File: src/rtl/vwu_pkg.sv
package vwu_pkg;

    localparam logic [31:0] OPC_MASK  = 32'hFF3C_FC00;
    localparam logic [31:0] OPC_MATCH = 32'h0530_3800;

    typedef enum logic [1:0] {
        ST_IDLE = 2'd0,
        ST_DONE = 2'd1,
        ST_TRAP = 2'd2
    } vwu_state_e;

    typedef enum logic [1:0] {
        SZ_RSVD = 2'b00,
        SZ_B2H  = 2'b01,
        SZ_H2S  = 2'b10,
        SZ_S2D  = 2'b11
    } vwu_size_e;

    typedef struct packed {
        logic      legal;
        vwu_size_e size;
        logic      upper;
        logic      zext;
        logic [4:0] rd;
    } vwu_dec_t;

endpackage

File: src/rtl/vwu_decode.sv
module vwu_decode
    import vwu_pkg::*;
(
    input  logic [31:0] instr,
    output vwu_dec_t    dec
);
    logic opc_hit;
    logic size_ok;

    always_comb begin
        opc_hit   = ((instr & OPC_MASK) == OPC_MATCH);
        size_ok   = (instr[23:22] != SZ_RSVD);
        dec.legal = opc_hit && size_ok;
        dec.size  = vwu_size_e'(instr[23:22]);
        dec.upper = instr[16];
        dec.zext  = instr[17];
        dec.rd    = instr[4:0];
    end

    // a legal decode never carries the reserved size
    always_comb begin
        assert_no_rsvd_R4: assert (!dec.legal || instr[23:22] != 2'b00);
    end

endmodule

File: src/rtl/vwu_lane_group.sv
module vwu_lane_group #(
    parameter int VL_BITS = 256,
    parameter int DST_W   = 16
) (
    input  logic [VL_BITS-1:0] src,
    input  logic               upper,
    input  logic               zext,
    output logic [VL_BITS-1:0] dst
);
    localparam int HALF_W = DST_W / 2;
    localparam int LANES  = VL_BITS / DST_W;

    for (genvar e = 0; e < LANES; e++) begin : g_lane
        logic [HALF_W-1:0] lo_elem;
        logic [HALF_W-1:0] hi_elem;
        logic [HALF_W-1:0] pick;
        logic              fill;

        assign lo_elem = src[e*HALF_W +: HALF_W];
        assign hi_elem = src[(e+LANES)*HALF_W +: HALF_W];
        assign pick    = upper ? hi_elem : lo_elem;
        assign fill    = zext ? 1'b0 : pick[HALF_W-1];
        assign dst[e*DST_W +: DST_W] = {{HALF_W{fill}}, pick};
    end

endmodule

File: src/rtl/vwu_widen.sv
module vwu_widen
    import vwu_pkg::*;
#(
    parameter int VL_BITS = 256
) (
    input  logic [VL_BITS-1:0] src,
    input  vwu_size_e          size,
    input  logic               upper,
    input  logic               zext,
    output logic [VL_BITS-1:0] result
);
    localparam int N_WIDTHS = 3;

    logic [VL_BITS-1:0] by_width [N_WIDTHS];

    for (genvar g = 0; g < N_WIDTHS; g++) begin : g_width
        vwu_lane_group #(
            .VL_BITS (VL_BITS),
            .DST_W   (16 << g)
        ) u_group (
            .src   (src),
            .upper (upper),
            .zext  (zext),
            .dst   (by_width[g])
        );
    end

    always_comb begin
        unique case (size)
            SZ_B2H:  result = by_width[0];
            SZ_H2S:  result = by_width[1];
            SZ_S2D:  result = by_width[2];
            default: result = '0;
        endcase
    end

endmodule

File: src/rtl/vwu_unit.sv
module vwu_unit
    import vwu_pkg::*;
#(
    parameter int VL_BITS = 256
) (
    input  logic               clk,
    input  logic               rst,
    input  logic               in_valid,
    input  logic [31:0]        instr,
    input  logic [VL_BITS-1:0] src_vec,
    output logic               out_valid,
    output logic               out_illegal,
    output logic [4:0]         out_rd,
    output logic [VL_BITS-1:0] out_vec
);
    initial begin
        assert_vl_multiple: assert (VL_BITS % 128 == 0 && VL_BITS >= 128);
    end

    vwu_dec_t           dec;
    logic [VL_BITS-1:0] wide;
    vwu_state_e         state, state_nx;

    vwu_decode u_decode (
        .instr (instr),
        .dec   (dec)
    );

    vwu_widen #(.VL_BITS(VL_BITS)) u_widen (
        .src    (src_vec),
        .size   (dec.size),
        .upper  (dec.upper),
        .zext   (dec.zext),
        .result (wide)
    );

    // next-state: every state moves on the issue of this cycle
    always_comb begin
        state_nx = ST_IDLE;
        unique case (state)
            ST_IDLE, ST_DONE, ST_TRAP: begin
                if (!in_valid)      state_nx = ST_IDLE;
                else if (dec.legal) state_nx = ST_DONE;
                else                state_nx = ST_TRAP;
            end
            default: state_nx = ST_IDLE;
        endcase
    end

    always_ff @(posedge clk) begin
        if (rst) state <= ST_IDLE;
        else     state <= state_nx;
    end

    // registered datapath outputs
    always_ff @(posedge clk) begin
        if (rst) begin
            out_vec <= '0;
            out_rd  <= '0;
        end else if (in_valid && dec.legal) begin
            out_vec <= wide;
            out_rd  <= dec.rd;
        end else begin
            out_vec <= '0;
            out_rd  <= '0;
        end
    end

    always_comb begin
        out_valid   = (state == ST_DONE);
        out_illegal = (state == ST_TRAP);
    end

    assert_excl_R10: assert property (@(posedge clk) disable iff (rst)
        !(out_valid && out_illegal));

    assert_zero_idle_R10: assert property (@(posedge clk) disable iff (rst)
        !out_valid |-> (out_vec == '0 && out_rd == '0));

    assert_idle_R2: assert property (@(posedge clk) disable iff (rst)
        !in_valid |=> (!out_valid && !out_illegal));

    assert_latency_R2: assert property (@(posedge clk) disable iff (rst)
        in_valid |=> (out_valid || out_illegal));

    assert_bad_opc_R3: assert property (@(posedge clk) disable iff (rst)
        (in_valid && ((instr & OPC_MASK) != OPC_MATCH)) |=> out_illegal);

    assert_rd_R9: assert property (@(posedge clk) disable iff (rst)
        (in_valid && dec.legal) |=> (out_rd == $past(instr[4:0])));

endmodule

File: config.mk
export PLATFORM = sky130hd
export DESIGN_NAME = vwu_unit
export DESIGN_NICKNAME = d
export VERILOG_FILES = /design/src/rtl/vwu_pkg.sv /design/src/rtl/vwu_decode.sv /design/src/rtl/vwu_lane_group.sv /design/src/rtl/vwu_widen.sv /design/src/rtl/vwu_unit.sv
export SDC_FILE = /design/constraint.sdc
export NUM_CORES = 1
export LEC_CHECK = 0
export ABC_AREA = 1
export BUFFER_PORTS_ARGS = -buffer_cell sky130_fd_sc_hd__buf_2
export CAP_MARGIN = 20
export CORE_AREA = 2 2 216 218
export CTS_CLUSTER_SIZE = 10
export DETAILED_ROUTE_END_ITERATION = 6
export DIE_AREA = 0 0 218 220
export SLEW_MARGIN = 40
export SYNTH_ARGS = -nofsm -noshare
export SYNTH_HDL_FRONTEND = slang
export SYNTH_SLANG_ARGS = --single-unit
File: constraint.sdc
create_clock -name clk -period 1.45 [get_ports clk]
set_input_delay 0.2175 -clock clk [delete_from_list [all_inputs] [get_ports clk]]
set_output_delay 0.2175 -clock clk [all_outputs]
set_load 0.03 [all_outputs]
==> key figures <==
Final layout
  – Net count reported at finish: about 2.3k
  – Utilization after layout: around a third
  – Fraction of layout cells with a size suffix above 1: between 30% and 40%
  – Layout overhead on the synthesized area: 61.79%
  – Number of inserted filler cells in the final layout: between 4k and 5k
  – Design area: around 16000 um^2

Routing
  – Total via count in the routed design: 11.19k
  – Drt initial violations: 578
  – Antenna Violating Nets Remaining: 0
  – Number of detailed-routing iterations run before antenna repair: 5
  – Mean number of vias per cell: roughly 4.2
  – Remaining DRCs: 0
  – Total Wirelength: ~45 mm
  – Average routed wire per standard cell: 16.86 um

Synthesis
  – Number of flops mapped to enable cells by yosys: 0
  – Synth Cell Area: roughly 9800 um^2
  – Largest cells by area after synthesis: dfxtp_1, nor2_1, nand2_1
  – Seq/Total Area, Yosys: 48.24%
  – Top cell types by occurrence after synthesis: nor2_1, dfxtp_1, nand2_1
  – Synthesized net count: between 1.5k and 2k
  – Count of distinct cell types in the synthesized netlist: 26
  – Synth Instances: approximately 1.4k
  – Async set or reset register ratio after synthesis: 0%
  – Post-synthesis sequential element count: 235
  – YS warnings: 0
  – Area share of the leading cell type in the synthesized netlist: roughly 48%
  – Cell type contributing the most total cell area after synthesis: dfxtp_1
  – Mean Syn Cell Area: 7.149 um^2
  – Leading cell type by number of instances after synthesis: nor2_1
  – Main synth FF type: dfxtp_1

Clock tree
  – Max Buffers Root-to-Sink: 3
  – Library cell used as clock root buffer: clkbuf_16
  – Clock net sink count: around 240
  – Maximum level of the CTS H-tree: 1
  – Reg clk slew, reported paths: 60 ps
  – Post-CTS setup buffer count: 0
  – TritonCTS clock tree: built
  – Worst-skew pair later-pin latency: 570 ps
  – Num CTS Buffers: 30

STA
  – FMAX: just over 700 MHz
  – Final setup violation count: 0
  – Min cycle time layout: 1420 ps
  – Hold Vio Cnt, Final: 0
  – Final count of pins violating max slew: 0
  – Final worst slack: 30.30 ps
  – Final critical-path share of the clock period: a little over nine tenths
  – Headroom to the max-slew limit: between 50% and 60%
  – WHS: 47.87 ps
  – Unrepaired setup endpoints after global routing: true
  – Transition time at the pin with the least slew margin: between 700 and 800 ps
  – Max Clock Skew: ~0.11 ps

Setup path
  – Critical Path, Cell by Cell: inv_2, nor2_1, buf_4
  – CP Data Arrival Time: about 1200 ps
  – Critical Path Sink Type: output port
  – Critical-path maximum fanout: 2
  – Worst-path cell with the longest stage delay: dfxtp_2
  – Crit path required time: approximately 1200 ps
  – Category of the most critical setup path: reg2out
  – Setup slack of the most critical reg-to-reg path: between 600 and 700 ps
  – Critical R2R Launch: state[0]$_SDFF_PP0_
  – CP Launch Type: register
  – CP peak stage delay: 330 ps
  – Launch point of the critical path: state[1]$_SDFF_PP0_

Power
  – Overall power after layout: approximately 0.016 W
  – Leakage: about 8.3 nW
  – Total power divided by cell area: approximately 1000 nW/um^2
  – Largest voltage drop on the vdd net: between 0.6 and 0.7 mV

Place
  – Total cell area at the placement stage: 14130 um^2
  – Post-DP HPWL: 34.75 mm
  – Global placement routability congestion: 0.8842
  – Post-Place Setup Slack: -424.2 ps
  – Port Buffer Count: ~550

Global routing
  – Overall global routing resource usage: 17.74%
  – Antenna violations before repair: 2
  – Global-route wire length before repair: roughly 64 mm
  – Largest net degree at the start of global routing: 54
  – Vias in the first global route: 10.91k
  – Overall overflow remaining after global route: 0

Floorplan
  – Chip Height: about 220 um
  – Area of the die: around 48000 um^2
  – Io pins: ~550
  – Floorplan row count: 79
  – Core Area: about 46000 um^2
  – Starting density of the core: about a fifth
  – Die Width: between 200 and 250 um

Status
  – Status: completed

Hold path
  – Hold crit path type: in2reg
  – Startpoint of the worst hold path: src_vec[242]

Job
  – Max-cap viol count: 0
## cell type report
class / instances / area, um^2 / share of cell area, %
tap: 607 / 759.5 / 4.814
clock buffer: 38 / 842.1 / 5.337
multi-input combinational: 897 / 4030 / 25.54
sequential: 235 / 4717 / 29.90
antenna: 1 / 2.502 / 0.01586
timing repair buffer: 761 / 4821 / 30.56
clock inverter: 7 / 110.1 / 0.6979
inverter: 132 / 495.5 / 3.140
## state kept, by name, indices dropped and copies added, names as in the netlist
| register | flops |
|---|---|
| out_vec | 228 |
| state | 2 |
| out_rd | 5 |
## power breakdown
group | internal [W] | switching, W | total, W
clock | 0.00453 | 0.00286 | 0.00739
sequential | 0.00646 | 0.00000105 | 0.00646
combinational | 0.00109 | 0.00116 | 0.00225
total | 0.0121 | 0.00402 | 0.0161
## critical path: cells and delay by family, from the launching register on
kind	cells	cell delay, ps
flip-flops	1	330
buffers and inverters	2	210
AND/OR/NAND/NOR	1	100
## placed cells by master, fill, tap and decap left out, types with 3 or more instances in the layout
cell | synthesis | routed
buf_2 | 41 | 526
nor2_1 | 419 | 417
dfxtp_1 | 235 | 229
nand2_1 | 179 | 179
buf_4 | 30 | 149
o21ai_0 | 131 | 131
inv_1 | 129 | 127
dlygate4sd3_1 | 0 | 63
or2_2 | 52 | 52
a21oi_1 | 38 | 38
clkbuf_16 | 0 | 31
mux2i_1 | 29 | 29
buf_12 | 0 | 21
nor3_1 | 14 | 14
o22ai_1 | 13 | 13
inv_2 | 2 | 5
o21ai_1 | 5 | 5
nand3_1 | 4 | 4
clkbuf_8 | 0 | 4
clkinv_2 | 0 | 4
dfxtp_2 | 0 | 4
nand2_2 | 3 | 3
nor2_4 | 2 | 3
bufinv_16 | 0 | 3
clkbuf_1 | 28 | 3
## timing repair
item	CTS	global route
endpoints found under the hold margin	34	0
endpoints found under the setup margin	34	19
hold buffers	63	0
pin swaps	0	1
gates resized for setup	25	6
## final timing paths
kind | cells after the start | end
max | 3 | out_illegal
min | 5 | out_vec[210]$_SDFF_PP0_
max reg2reg | 3 | state[0]$_SDFF_PP0_
min reg2reg | 3 | state[0]$_SDFF_PP0_
## kinds of logic (layout without fill, tap and decap cells)
logic type / Yosys count / in the layout / share of synthesized area [%]
muxes: 29 / 29 / 2.977
DFF: 235 / 235 / 48.24
and+or+nand+nor: 679 / 679 / 28.24
other: 0 / 1 / 0
AOI/OAI and AO/OA: 189 / 189 / 9.931
buffers and inverters: 232 / 938 / 10.61
## metrics by stage
stage	instances	setup TNS [ps]
finish	2678	0
detailed placement	2569	-47180
global route	2677	-71.15
global placement	2569	-44470
CTS	2677	0
floorplan	1364	0
## metal layers
metal | GRT usage, % | vias up | wire length, um
li1 | - | 5533 | -
met3 | 3.782 | 85 | 2923
met5 | 0 | - | 13
met1 | 21.04 | 5111 | 18530
met2 | 31.71 | 462 | 22160
met4 | 5.737 | 2 | 1525
No activity file was read; power rests on OpenSTA's default activity.
